$ cat config.mk
export PLATFORM = sky130hd
export DESIGN_NAME = irq_cfg_filter
export DESIGN_NICKNAME = d
export VERILOG_FILES = /design/src/rtl/irq_cfg_filter.sv
export SDC_FILE = /design/constraint.sdc
export NUM_CORES = 2
export LEC_CHECK = 0
export BUFFER_PORTS_ARGS = -buffer_cell sky130_fd_sc_hd__buf_2
export CAP_MARGIN = 10
export CORE_ASPECT_RATIO = 1.4
export CORE_MARGIN = 2
export CORE_UTILIZATION = 40
export DETAILED_ROUTE_END_ITERATION = 7
export MAX_ROUTING_LAYER = met4
export PLACE_DENSITY = 0.62
export SLEW_MARGIN = 10
export SYNTH_ARGS = -nofsm -noshare
export SYNTH_HDL_FRONTEND = slang
export SYNTH_SLANG_ARGS = --single-unit
export TNS_END_PERCENT = 1
$ cat constraint.sdc
create_clock -name clk -period 155.4 [get_ports clk]
set_clock_uncertainty 0.1 [all_clocks]
set_input_delay 7.77 -clock clk [delete_from_list [all_inputs] [get_ports clk]]
set_output_delay 7.77 -clock clk [all_outputs]
set_load 0.1 [all_outputs]
$ cat src/rtl/irq_cfg_filter.sv
module irq_cfg_filter #(
  parameter int NUM_IDS   = 64,
  parameter int PRIO_BITS = 5,
  localparam int IDW      = $clog2(NUM_IDS)
) (
  input  logic               clk,
  input  logic               rst_n,
  input  logic               cfg_we,
  input  logic [1:0]         cfg_field,
  input  logic [IDW-1:0]     cfg_id,
  input  logic [7:0]         cfg_wdata,
  input  logic [1:0]         rd_field,
  input  logic [IDW-1:0]     rd_id,
  output logic [7:0]         rd_data,
  input  logic [NUM_IDS-1:0] en_set,
  input  logic [NUM_IDS-1:0] en_clr,
  input  logic [NUM_IDS-1:0] irq_in,
  input  logic [NUM_IDS-1:0] pend_clr,
  input  logic [7:0]         prio_mask,
  input  logic [2:0]         glb_en,
  input  logic [2:0]         if_en,
  output logic               fwd_valid,
  output logic [IDW-1:0]     fwd_id,
  output logic [7:0]         fwd_prio
);
  localparam int SGI_N = 16;
  localparam int LOWB  = 8 - PRIO_BITS;
  localparam logic [1:0] F_PRIO = 2'd0, F_GRP = 2'd1, F_TRIG = 2'd2, F_EN = 2'd3;

  logic [PRIO_BITS-1:0] prio_q [NUM_IDS];
  logic [1:0]           grp_q  [NUM_IDS];
  logic [7:0]           p8     [NUM_IDS];
  logic [NUM_IDS-1:0]   trig_q, en_q, edge_q, irq_d, pend, elig;
  logic [3:0]           gate;

  assign gate = {1'b0, glb_en & if_en};

  for (genvar i = 0; i < NUM_IDS; i++) begin : g_id
    always_ff @(posedge clk or negedge rst_n) begin
      if (!rst_n) begin
        prio_q[i] <= '0;
        grp_q[i]  <= '0;
        trig_q[i] <= (i < SGI_N);
      end else if (cfg_we && cfg_id == IDW'(i)) begin
        case (cfg_field)
          F_PRIO:  prio_q[i] <= cfg_wdata[7 -: PRIO_BITS];
          F_GRP:   grp_q[i]  <= cfg_wdata[1:0];
          F_TRIG:  trig_q[i] <= (i < SGI_N) | cfg_wdata[0];
          default: ;
        endcase
      end
    end
    assign p8[i]   = 8'(prio_q[i]) << LOWB;
    assign pend[i] = trig_q[i] ? edge_q[i] : irq_in[i];
    assign elig[i] = pend[i] & en_q[i] & gate[grp_q[i]] & (p8[i] < prio_mask);
  end

  always_ff @(posedge clk or negedge rst_n) begin
    if (!rst_n) begin
      en_q   <= '0;
      edge_q <= '0;
      irq_d  <= '0;
    end else begin
      en_q   <= (en_q | en_set) & ~en_clr;
      edge_q <= ((edge_q & ~pend_clr) | (irq_in & ~irq_d)) & trig_q;
      irq_d  <= irq_in;
    end
  end

  always_comb begin
    fwd_valid = 1'b0;
    fwd_id    = '0;
    fwd_prio  = 8'hFF;
    for (int i = 0; i < NUM_IDS; i++) begin
      if (elig[i] && (!fwd_valid || p8[i] < fwd_prio)) begin
        fwd_valid = 1'b1;
        fwd_id    = IDW'(i);
        fwd_prio  = p8[i];
      end
    end
  end

  always_comb begin
    rd_data = '0;
    if (int'(rd_id) < NUM_IDS) begin
      case (rd_field)
        F_PRIO:  rd_data = p8[rd_id];
        F_GRP:   rd_data = {6'b0, grp_q[rd_id]};
        F_TRIG:  rd_data = {7'b0, trig_q[rd_id]};
        default: rd_data = {7'b0, en_q[rd_id]};
      endcase
    end
  end

  if (LOWB > 0) begin : g_lowchk
    p_lowbits_r2: assert property (@(posedge clk) disable iff (!rst_n)
      (rd_field == F_PRIO) |-> (rd_data[LOWB-1:0] == '0));
  end

  p_set_r3: assert property (@(posedge clk) disable iff (!rst_n)
    (en_set != '0) |=> ((en_q & $past(en_set & ~en_clr)) == $past(en_set & ~en_clr)));
  p_clr_r3: assert property (@(posedge clk) disable iff (!rst_n)
    (en_clr != '0) |=> ((en_q & $past(en_clr)) == '0));
  p_sgi_edge_r4: assert property (@(posedge clk) disable iff (!rst_n)
    (rd_field == F_TRIG && int'(rd_id) < SGI_N) |-> (rd_data == 8'd1));
  p_mask_r5: assert property (@(posedge clk) disable iff (!rst_n)
    fwd_valid |-> (fwd_prio < prio_mask));
  p_grp_r6: assert property (@(posedge clk) disable iff (!rst_n)
    fwd_valid |-> (grp_q[fwd_id] != 2'd3 && glb_en[grp_q[fwd_id]] && if_en[grp_q[fwd_id]]));
  p_en_r7: assert property (@(posedge clk) disable iff (!rst_n)
    fwd_valid |-> en_q[fwd_id]);
endmodule

==> results_dict.tcl <==
set metrics [dict create \
    run_status "finished, final reports clean" \
    pre_cts_slack_ns 18.09 \
    antenna_left 0 \
    synthArstFlopShare_pct 100 \
    max_stage_delay_ns 0.82 \
    synth.avg_cell_area_um2 9.52 \
    post_synth_most_frequent_cells "688 x sky130_fd_sc_hd__dfrtp_1, 601 x sky130_fd_sc_hd__nand2_1, 553 x sky130_fd_sc_hd__nor2_1, 515 x sky130_fd_sc_hd__ha_1, 515 x sky130_fd_sc_hd__mux2_2" \
    post_cts_hold_buffer_count 0 \
    routed-wl-met2_mm 96.3 \
    chipWidth_um 324 \
    achievable-frequency_mhz 7.19 \
    crit_path_frequent_cell "sky130_fd_sc_hd__ha_1" \
    critical_path.reg2reg.endpoint "p8[430]" \
    top_layer "met4" \
    port-buffer-count 317 \
    synth.net_count 6826 \
    hold_end "edge_q[7]" \
    worstHoldPathCells 1 \
    critical_path_arrival_ns 131.15 \
    leakage_nw 30.6 \
    place.gp.congestion 0.956 \
    critPathSlowestCell "sky130_fd_sc_hd__a221oi_1" \
    mappedNetlistArea_um2 57300 \
    largest_net_degree_at_the_start_of_global_routing 167 \
    synth_ff_type "sky130_fd_sc_hd__dfrtp_1" \
    worst_slew_margin_rel_pct 20.9 \
    drt-pass1-iter-count 6 \
    fillers 13800 \
    maxSlewViolCount 0 \
    synthesis.yosys.warnings 0 \
    seq_area_um2 17200 \
    post_synth_num_cell_types 167 \
    vdd_drop_max_v 0.0000205 \
    yosysTopAreaCell "sky130_fd_sc_hd__dfrtp_1" \
    number_of_vias_in_the_routed_layout 49200 \
    grt_setup_unrepaired "false" \
    first_global_vias 48600 \
    cts_inserted_buffers 80 \
    slew_worst_pin_ns 1.19 \
    post-route-drc-count 0 \
    power.density_nw_per_um2 10.1 \
    clock_pin_transition_on_the_worst_setup_and_hold_timing_paths_ns 0.06 \
    met3RoutedLength_mm 11.1 \
    seq_area_frac_synth_pct 30.1 \
    layout.nets 7072 \
    worst_skew_pair.late_latency_ns 0.72 \
    drt-initial-drc-count 3883 \
    drt-wirelength-per-cell_um 24.1 \
    final_period_minus_worst_setup_slack_ns 139.02 \
    synth.ff_latch_count 688 \
    synth_top_cells_by_area "sky130_fd_sc_hd__dfrtp_1 30%, sky130_fd_sc_hd__ha_1 11%, sky130_fd_sc_hd__mux2_2 10%, sky130_fd_sc_hd__mux4_2 7.2%, sky130_fd_sc_hd__nand2_1 3.9%" \
    top_level_pins 320 \
    core_region_um2 142000 \
    element_type_at_the_critical_path_start "primary input" \
    multi_input_comb_area_um2 37600 \
    drive_above_1_share_pct 25.1 \
    detail_route.wirelength.met1_mm 77.9 \
    setup_ws_ns 16.38 \
    yosysMostFrequentCell "sky130_fd_sc_hd__dfrtp_1" \
    cts_tree "yes" \
    required_ns 147.53 \
    fin_util_pct 44.6 \
    crit_path_max_fanout 30 \
    final-setup-viol-count 0 \
    detailed_place_hpwl_mm 151 \
    timing.hold.worst.start "irq_d[7]" \
    grt_pass1_wl_mm 299 \
    viasPerCell 5.97 \
    timing.rr.start "p8[430]" \
    timing_worst_setup_path_type "primary input to output port" \
    count_of_final_hold_check_violations 0 \
    gr-total-overflow 0 \
    die_h_um 452 \
    die_area_um2 146000 \
    hold_class "flop to flop" \
    cts_setup_buffers 0 \
    global_route.usage.total_pct 27.7 \
    cts_resized 0 \
    postSynthCellCount 6014 \
    timing.max_cap.violations 0 \
    final_min_period_over_clock_period_pct 89.5 \
    clockBufferDepth 3 \
    route.final.wire_length_mm 199 \
    floorplan.initialDensity_pct 40.2 \
    ff2ff_path_depth 1 \
    synth_top_area_share_pct 30.1 \
    syn_to_final_growth_pct 10.9 \
    antenna_violations_before_repair 11 \
    reg_to_reg_setup_timing_slack_ns 154.25 \
    timing.setup.tns_ns 0 \
    root_buffer_selected_by_cts "sky130_fd_sc_hd__clkbuf_16" \
    synth_enable_flop_cells 0 \
    critical_path.endpoint_type "output port" \
    num_rows 164 \
    cts_htree_levels 3 \
    clock_sink_count 688 \
]
[cell usage in the layout, fill, tap and decap left out, types with 18 or more instances in the layout]
| cell | count |
|---|---|
| sky130_fd_sc_hd__a2111oi_0 | 19 |
| sky130_fd_sc_hd__a211oi_1 | 31 |
| sky130_fd_sc_hd__a21o_1 | 109 |
| sky130_fd_sc_hd__a21o_2 | 31 |
| sky130_fd_sc_hd__a21oi_1 | 343 |
| sky130_fd_sc_hd__a31oi_1 | 49 |
| sky130_fd_sc_hd__and2_1 | 74 |
| sky130_fd_sc_hd__and2_2 | 23 |
| sky130_fd_sc_hd__and3_2 | 20 |
| sky130_fd_sc_hd__buf_2 | 312 |
| sky130_fd_sc_hd__buf_4 | 55 |
| sky130_fd_sc_hd__clkbuf_16 | 81 |
| sky130_fd_sc_hd__dfrtp_1 | 688 |
| sky130_fd_sc_hd__ha_1 | 515 |
| sky130_fd_sc_hd__inv_1 | 352 |
| sky130_fd_sc_hd__mux2_2 | 515 |
| sky130_fd_sc_hd__mux2i_1 | 89 |
| sky130_fd_sc_hd__mux4_2 | 182 |
| sky130_fd_sc_hd__nand2_1 | 599 |
| sky130_fd_sc_hd__nand2b_1 | 92 |
| sky130_fd_sc_hd__nand3_1 | 74 |
| sky130_fd_sc_hd__nand4_1 | 18 |
| sky130_fd_sc_hd__nand4b_1 | 54 |
| sky130_fd_sc_hd__nor2_1 | 552 |
| sky130_fd_sc_hd__nor2b_1 | 72 |
| sky130_fd_sc_hd__nor3_1 | 46 |
| sky130_fd_sc_hd__nor3b_1 | 20 |
| sky130_fd_sc_hd__o211ai_1 | 30 |
| sky130_fd_sc_hd__o21a_1 | 38 |
| sky130_fd_sc_hd__o21ai_0 | 413 |
| sky130_fd_sc_hd__o21ai_1 | 37 |
| sky130_fd_sc_hd__o22ai_1 | 74 |
| sky130_fd_sc_hd__or2_2 | 44 |
| sky130_fd_sc_hd__or3_1 | 22 |
[layout make-up]
cell class / instances / share of cell area (%)
Tap cell: 1909 / 3.76
Sequential cell: 688 / 27.1
Timing Repair Buffer: 372 / 3.24
Multi-Input combinational cell: 4761 / 59.3
Clock buffer: 107 / 3.62
Clock inverter: 38 / 0.810
Antenna cell: 10 / 0.0394
Inverter: 357 / 2.11
[report_power, final]
group	total (mW)	leakage, nW	switching, mW	internal (mW)
clock network	0.205	1.38	0.0850	0.120
logic	0.232	20.1	0.144	0.0882
registers	0.202	9.18	0.0145	0.188
total	0.639	30.6	0.244	0.396
[worst max-delay path: cells and delay by family]
| kind | cells | cell delay [ns] |
|---|---|---|
| adder cells (fa/ha/maj) | 72 | 20.68 |
| AND/OR/NAND/NOR | 150 | 28.06 |
| AO/OA/AOI/OAI | 264 | 60.24 |
| multiplexers | 32 | 9.47 |
| buffers and inverters | 41 | 4.63 |
[cells by family after synthesis]
group,Yosys count,synth area share [%]
adder cells (fa/ha/maj),530,11.5
multiplexers,807,19.4
AO/OA/AOI/OAI,1521,18.2
other,1,0.00655
flip-flops,688,30.1
AND/OR/NAND/NOR,1871,16.1
buffers and inverters,565,4.24
XOR/XNOR,31,0.474
[state kept, by name, summed over array words and instances, names as in the netlist]
name and count:
p8 320, grp_q 128, edge_q 64, en_q 64, irq_d 64, trig_q 48
[metrics by stage]
step                cells  total power, mW  cell area (µm²)  hold WS (ns)
floorplan            6014            0.368            57300         0.299
global placement     8087            0.430            60600         0.304
detailed placement   8087            0.434            60600         0.311
CTS                  8232            0.641            63500         0.318
global route         8238            0.673            63500         0.329
finish               8242            0.639            63500         0.300
[routing by layer]
| metal | global-route usage [%] | vias up |
|---|---|---|
| li1 | - | 22600 |
| met1 | 32.0 | 24400 |
| met2 | 45.8 | 1642 |
| met3 | 3.56 | 544 |
| met4 | 16.5 | 0 |
| met5 | - | - |
[how the worst max path moves through the flow]
stage,from,to,slack [ns],cells after the start
final,prio_mask[7],fwd_id[3],16.38,559
after global routing,prio_mask[7],fwd_id[3],6.08,563
after CTS,prio_mask[7],fwd_id[3],17.54,557
after detailed placement,prio_mask[7],fwd_id[3],18.09,557
after global placement,prio_mask[7],fwd_id[3],19.47,558
after floorplan,prio_mask[5],fwd_prio[4],33.59,570
Power figures use the tool's default switching activity.
